File: src/rtl/aprt_pkg.sv
package aprt_pkg;
    localparam int unsigned PAGE_SHIFT = 12;
    localparam int unsigned VALID_BIT  = 31;
    localparam logic [3:0]  OFS_CFG    = 4'h0;
    localparam logic [3:0]  OFS_EPTR   = 4'h4;
    localparam logic [3:0]  OFS_EDATA  = 4'h8;

    typedef enum logic {
        XL_OFF = 1'b0,
        XL_ON  = 1'b1
    } xlate_state_t;
endpackage

File: src/rtl/aprt_window.sv
module aprt_window
    import aprt_pkg::*;
#(
    parameter logic [31:0] BASE  = 32'h4000_0000,
    parameter int unsigned PAGES = 64,
    parameter int unsigned IDX_W = 6
) (
    input  logic [31:0]      addr,
    output logic             in_win,
    output logic [IDX_W-1:0] idx
);
    localparam logic [32:0] LIMIT = {1'b0, BASE} + (33'(PAGES) << PAGE_SHIFT);

    logic [31:0] offs;

    always_comb begin
        offs   = addr - BASE;
        in_win = (addr >= BASE) && ({1'b0, addr} < LIMIT);
        idx    = offs[PAGE_SHIFT +: IDX_W];
    end
endmodule

File: src/rtl/aprt_table.sv
module aprt_table #(
    parameter int unsigned PAGES = 64,
    parameter int unsigned IDX_W = 6
) (
    input  logic             clk,
    input  logic             rst_n,
    input  logic             we,
    input  logic [IDX_W-1:0] widx,
    input  logic [31:0]      wdata,
    input  logic [IDX_W-1:0] ridx_a,
    output logic [31:0]      rdata_a,
    input  logic [IDX_W-1:0] ridx_b,
    output logic [31:0]      rdata_b
);
    logic [31:0] ent [PAGES];

    for (genvar g = 0; g < PAGES; g++) begin : g_ent
        always_ff @(posedge clk) begin
            if (!rst_n)
                ent[g] <= '0;
            else if (we && (widx == IDX_W'(g)))
                ent[g] <= wdata;
        end
    end

    always_comb begin
        rdata_a = '0;
        rdata_b = '0;
        for (int i = 0; i < PAGES; i++) begin
            if (ridx_a == IDX_W'(i)) rdata_a = ent[i];
            if (ridx_b == IDX_W'(i)) rdata_b = ent[i];
        end
    end
endmodule

File: src/rtl/aprt_ctrl.sv
module aprt_ctrl
    import aprt_pkg::*;
(
    input  logic        clk,
    input  logic        rst_n,
    input  logic        reg_wr,
    input  logic        reg_rd,
    input  logic [3:0]  reg_addr,
    input  logic [31:0] reg_wdata,
    input  logic        ptr_in_win,
    input  logic [31:0] ptr_entry,
    output logic [31:0] eptr,
    output logic        ent_we,
    output logic [31:0] reg_rdata,
    output logic        reg_rack,
    output logic        xlate_on
);
    xlate_state_t state_q, state_d;
    logic         cfg_wr;
    logic [31:0]  rd_mux;

    assign cfg_wr = reg_wr && (reg_addr == OFS_CFG);

    always_comb begin
        state_d = state_q;
        unique case (state_q)
            XL_OFF: if (cfg_wr &&  reg_wdata[0]) state_d = XL_ON;
            XL_ON:  if (cfg_wr && !reg_wdata[0]) state_d = XL_OFF;
            default: state_d = XL_OFF;
        endcase
    end

    always_ff @(posedge clk) begin
        if (!rst_n) state_q <= XL_OFF;
        else        state_q <= state_d;
    end

    always_comb begin
        xlate_on = (state_q == XL_ON);
        ent_we   = reg_wr && (reg_addr == OFS_EDATA) && ptr_in_win;
        unique case (reg_addr)
            OFS_CFG:   rd_mux = {31'b0, xlate_on};
            OFS_EPTR:  rd_mux = eptr;
            OFS_EDATA: rd_mux = ptr_in_win ? ptr_entry : 32'b0;
            default:   rd_mux = 32'b0;
        endcase
    end

    always_ff @(posedge clk) begin
        if (!rst_n) begin
            eptr      <= '0;
            reg_rack  <= 1'b0;
            reg_rdata <= '0;
        end else begin
            if (reg_wr && (reg_addr == OFS_EPTR))
                eptr <= reg_wdata;
            reg_rack  <= reg_rd;
            reg_rdata <= reg_rd ? rd_mux : 32'b0;
        end
    end
endmodule

File: src/rtl/aprt_remap.sv
module aprt_remap
    import aprt_pkg::*;
#(
    parameter logic [31:0] BASE  = 32'h4000_0000,
    parameter int unsigned PAGES = 64
) (
    input  logic        clk,
    input  logic        rst_n,
    input  logic        reg_wr,
    input  logic        reg_rd,
    input  logic [3:0]  reg_addr,
    input  logic [31:0] reg_wdata,
    output logic [31:0] reg_rdata,
    output logic        reg_rack,
    input  logic        lk_req,
    input  logic [31:0] lk_addr,
    output logic        lk_rsp,
    output logic [31:0] lk_paddr,
    output logic        lk_fault
);
    localparam int unsigned IDX_W = (PAGES > 1) ? $clog2(PAGES) : 1;

    logic [31:0]      eptr, ptr_entry, lk_entry;
    logic             ptr_in_win, lk_in_win, ent_we, xlate_on;
    logic [IDX_W-1:0] ptr_idx, lk_idx;
    logic             lk_hit;

    aprt_ctrl u_ctrl (
        .clk(clk), .rst_n(rst_n), .reg_wr(reg_wr), .reg_rd(reg_rd),
        .reg_addr(reg_addr), .reg_wdata(reg_wdata),
        .ptr_in_win(ptr_in_win), .ptr_entry(ptr_entry),
        .eptr(eptr), .ent_we(ent_we), .reg_rdata(reg_rdata),
        .reg_rack(reg_rack), .xlate_on(xlate_on)
    );

    aprt_window #(.BASE(BASE), .PAGES(PAGES), .IDX_W(IDX_W)) u_ptr_win (
        .addr(eptr), .in_win(ptr_in_win), .idx(ptr_idx)
    );

    aprt_window #(.BASE(BASE), .PAGES(PAGES), .IDX_W(IDX_W)) u_lk_win (
        .addr(lk_addr), .in_win(lk_in_win), .idx(lk_idx)
    );

    aprt_table #(.PAGES(PAGES), .IDX_W(IDX_W)) u_tbl (
        .clk(clk), .rst_n(rst_n), .we(ent_we), .widx(ptr_idx),
        .wdata(reg_wdata), .ridx_a(ptr_idx), .rdata_a(ptr_entry),
        .ridx_b(lk_idx), .rdata_b(lk_entry)
    );

    assign lk_hit = xlate_on && lk_in_win && lk_entry[VALID_BIT];

    always_ff @(posedge clk) begin
        if (!rst_n) begin
            lk_rsp   <= 1'b0;
            lk_fault <= 1'b0;
            lk_paddr <= '0;
        end else begin
            lk_rsp   <= lk_req;
            lk_fault <= lk_req && !lk_hit;
            lk_paddr <= (lk_req && lk_hit)
                        ? {1'b0, lk_entry[30:PAGE_SHIFT], lk_addr[PAGE_SHIFT-1:0]}
                        : 32'b0;
        end
    end
endmodule

File: config.mk
export PLATFORM = sky130hd
export DESIGN_NAME = aprt_remap
export DESIGN_NICKNAME = d
export VERILOG_FILES = /design/src/rtl/aprt_pkg.sv /design/src/rtl/aprt_window.sv /design/src/rtl/aprt_table.sv /design/src/rtl/aprt_ctrl.sv /design/src/rtl/aprt_remap.sv
export SDC_FILE = /design/constraint.sdc
export NUM_CORES = 2
export LEC_CHECK = 0
export BUFFER_PORTS_ARGS = -buffer_cell sky130_fd_sc_hd__buf_2
export CAP_MARGIN = 20
export CORE_ASPECT_RATIO = 0.8
export CORE_UTILIZATION = 24
export CTS_BUF_LIST = sky130_fd_sc_hd__clkbuf_16
export DETAILED_ROUTE_END_ITERATION = 10
export MAX_ROUTING_LAYER = met4
export PLACE_DENSITY = 0.45
export REMOVE_ABC_BUFFERS = 1
export SYNTH_ARGS = -nofsm -noshare
export SYNTH_HDL_FRONTEND = slang
export SYNTH_SLANG_ARGS = --single-unit
export TNS_END_PERCENT = 5
File: constraint.sdc
create_clock -name clk -period 6.5 [get_ports clk]
set_input_delay 1.3 -clock clk [delete_from_list [all_inputs] [get_ports clk]]
set_output_delay 1.3 -clock clk [all_outputs]
set_load 0.01 [all_outputs]
==> run_results.csv <==
group,metric,value,unit
final_layout,syn_to_final_growth,21.4,%
worst_setup_path,r2r_cells,13,
sta,finalMaxSlewViolations,1,
drt,vias_per_cell,6.08,
clock_tree,cts_root_buf,"clkbuf_16",
power,finalPower,34.3,mW
global_route,grt_pass1_wl,1040000,um
clock_tree,cts_htree_levels,5,
sta,setup_viol,1,
worst_setup_path,startpoint,"u_ctrl.eptr[12]",
drt,vias,99700,
synth,netlist_instances,9621,
worst_setup_path,crit_required,7.38,ns
sta,skew,0.0510,ns
placed_design,gp_congestion,1.02,
worst_hold_path,min_to,"u_ctrl.eptr[6]",
run_status,violations,"capacitance limit, slew limit, setup timing",
final_layout,fillers,46100,
drt,drc,0,
drt,ant_nets,0,
synth,synthSimpleGateAreaFrac,19.1,%
global_route,antenna_found_initial,167,
synth,netlist_area,0.109,sq mm
flow_run,cap_violations,1,
global_route,grt_max_degree,74,
worst_hold_path,min_path_cells,2,
sta,finalCriticalPeriod,6.56,ns
power,power.leakage,47.0,nW
synth,yosysWarningCount,0,
synth,muxShareOfSynthArea,2.24,%
worst_hold_path,hold_class,"flop to flop",
clock_tree,clkSlewWorstSetupHoldPaths,0.06,ns
clock_tree,clock_sinks,2147,
clock_tree,clockBufferDepth,4,
placed_design,pre_cts_ws,0.150,ns
placed_design,dp_hpwl,591000,um
sta,rsz0062_at_grt,"no",
global_route,grt_use_total,36.0,%
sta,tightest_slew,1.50,ns
worst_setup_path,worstSetupPathType,"flop to flop",
worst_setup_path,r2r_start,"u_ctrl.eptr[12]",
worst_setup_path,cp-end-kind,"flop",
synth,synth_compound_area_share,16.1,%
global_route,grt_overflow,0,
final_layout,stdcell_area,0.132,sq mm
sta,hold_viol,0,
power,ir_drop,225,uV
sta,fin_crit_sh,101,%
worst_setup_path,critPathArrivalTime,7.44,ns
synth,synthFlopType,"edfxtp_1",
sta,setup_ws,-0.0624,ns
floorplanning,start_util,24.1,%
drt,drtPass1Iterations,8,
placed_design,dp_cells,15800,
global_route,grt_pass1_vias,89100,
synth,synth_seq_area_share,58.5,%
sta,max_slew_margin,-2.25,%
final_layout,nNetsFinal,10100,
sta,fmax,0.152,GHz
clock_tree,cts_made_buffers,270,
drt,wirelength,827000,um
drt,drt_iter0_markers,21400,
synth,synth_edf_count,2048,
clock_tree,cts_setup_buffers,0,
worst_setup_path,rrSetupSlack,-0.06,ns
floorplanning,ios,140,
clock_tree,ctsResizeCount,0,
final_layout,fin_cells,16400,
clock_tree,cts_tree,"done",
run_status,outcome,"complete, but fails checks",
final_layout,drive_above_1_share,18.8,%
floorplanning,fp.dieH,603,um
clock_tree,postCtsHoldBufs,0,
drt,wl_per_cell,50.4,um
synth,synth_cell_types,103,
floorplanning,design.core.area,0.450,sq mm
worst_setup_path,path_max_fanout,18,
placed_design,io_buffers,138,
worst_hold_path,hold_path_startpoint,"u_ctrl.eptr[6]",
floorplanning,die_x,754,um
power,power_density,260,mW/mm^2
floorplanning,dieArea,0.455,sq mm
clock_tree,clk_latency,1.00,ns
worst_setup_path,critPathLaunchType,"flop",
synth,yosys.area_share.adder,0.00923,%
synth,synth-xor-area-share,0.00807,%
sta,fin_setup_tns,-0.0624,ns
floorplanning,rows,220,
placed_design,placedInstanceArea,0.123,sq mm
synth,synth_top_family_by_area,"simple AND/OR/NAND/NOR gates",
synth,async_reset_ff_share,0,%
synth,synth_seq_cells,2147,
synth,synth_area_per_cell,11.3,sq um
worst_setup_path,rr_endpoint,"u_ctrl.reg_rdata[21]",
## metal layers
layer  GRT usage [%]  routed length (um)  up-vias
met2            47.4              323000     8427
met1            51.8              365000    53100
met5               -                   0        -
met3            11.5              110000     1061
met4            10.5               28800        0
li1                -                   -    37200
## final cells by class
class	count	area, sq um	share of cell area (%)
tap	5994	7500	5.69
antenna	152	380	0.289
inverter	31	125	0.0950
clock buffer	279	6980	5.30
timing repair buffer	1116	9270	7.04
clock inverter	211	1630	1.24
multi-input combinational	6485	42400	32.1
sequential	2147	63500	48.2
## cell usage in the layout (no fill, tap or decap), drive strengths merged, types with 21 or more instances in the layout
cell     instances
a2111oi         49
a211oi          97
a21boi          37
a21oi          468
a221o           34
a221oi         154
a222oi          74
a22o            59
a22oi          472
a31oi           68
and2          2062
and3            39
buf           1111
clkbuf         283
clkinv         111
dfxtp           99
diode          152
edfxtp        2048
inv            105
mux2            70
mux2i           88
mux4            34
nand2          540
nand2b          21
nand3          150
nand4           77
nor2           550
nor2b           29
nor3            94
nor4            34
o2111ai         35
o211ai          45
o21ai          533
o221ai          76
o22ai          198
## logic make-up (layout without fill, tap and decap cells)
| logic type | count (synthesis) | after routing |
|---|---|---|
| xor+xnor | 1 | 1 |
| flops | 2147 | 2147 |
| compound gates | 2575 | 2575 |
| fa+ha+maj | 1 | 1 |
| simple gates | 3715 | 3715 |
| buf+inv | 989 | 1637 |
| other cells | 1 | 153 |
| mux | 192 | 192 |
## registers in the layout, summed over array words and instances (netlist names), named ones only
name and cells:
u_ctrl.reg_rdata 32, lk_rsp 1, lk_paddr 31, u_ctrl.eptr 32, u_ctrl.reg_rack 1, u_tbl.ent 2048
lk_fault 1
## cell usage after synthesis (59+ instances only)
| cell type | count | area (sq um) |
|---|---|---|
| and2_1 | 2062 | 12900 |
| edfxtp_1 | 2048 | 61500 |
| clkbuf_1 | 617 | 2320 |
| nand2_1 | 535 | 2010 |
| nor2_1 | 530 | 1990 |
| o21ai_0 | 512 | 2560 |
| a22oi_1 | 472 | 3540 |
| a21oi_1 | 468 | 2340 |
| buf_2 | 233 | 1170 |
| o22ai_1 | 198 | 1240 |
| a221oi_1 | 152 | 1330 |
| nand3_1 | 150 | 751 |
| dfxtp_1 | 99 | 1980 |
| a211oi_1 | 96 | 721 |
| nor3_1 | 91 | 455 |
| mux2i_1 | 88 | 881 |
| nand4_1 | 77 | 482 |
| o221ai_1 | 76 | 666 |
| a222oi_1 | 74 | 741 |
| mux2_2 | 69 | 777 |
| a31oi_1 | 68 | 425 |
| a22o_1 | 59 | 517 |
## how the worst max path moves through the flow
stage | endpoint | slack (ns) | cells after the start
2_1_floorplan | u_tbl.ent[1][928] | -3.19 | 3
3_3_place_gp | lk_paddr[23] | -0.45 | 12
3_5_place_dp | lk_paddr[24] | 0.15 | 13
4_1_cts | u_ctrl.reg_rdata[12] | 0.31 | 14
5_1_grt | u_ctrl.reg_rdata[12] | 0.55 | 16
6_report | u_ctrl.reg_rdata[21] | -0.06 | 13
## critical path: stages, from the launching register on
cell,delay (ns)
dfxtp_4,0.46
nand2_2,0.83
buf_4,0.52
buf_4,0.38
nor2_4,0.09
buf_4,0.35
a22oi_1,0.23
o21ai_0,0.46
a2111oi_0,1.40
o211ai_1,0.44
a21oi_1,0.62
buf_4,0.25
o21ai_0,0.10
buf_4,0.20
## metrics by stage
step / utilization [%] / hold slack, ns
after floorplan: - / 0.432
after global placement: 27.2 / 0.453
after detailed placement: 27.3 / 0.462
after CTS: 29.2 / 0.445
after global routing: 29.3 / 0.493
final: 29.3 / 0.470
## where the power goes
part | total, mW | internal (mW) | switching, mW | leakage, nW
Clock | 15.5 | 8.49 | 7.06 | 4.45
Combinational | 2.79 | 0.574 | 2.21 | 20.6
Sequential | 16.0 | 15.6 | 0.405 | 22.0
Note: power is estimated with default switching activity, not from simulation.
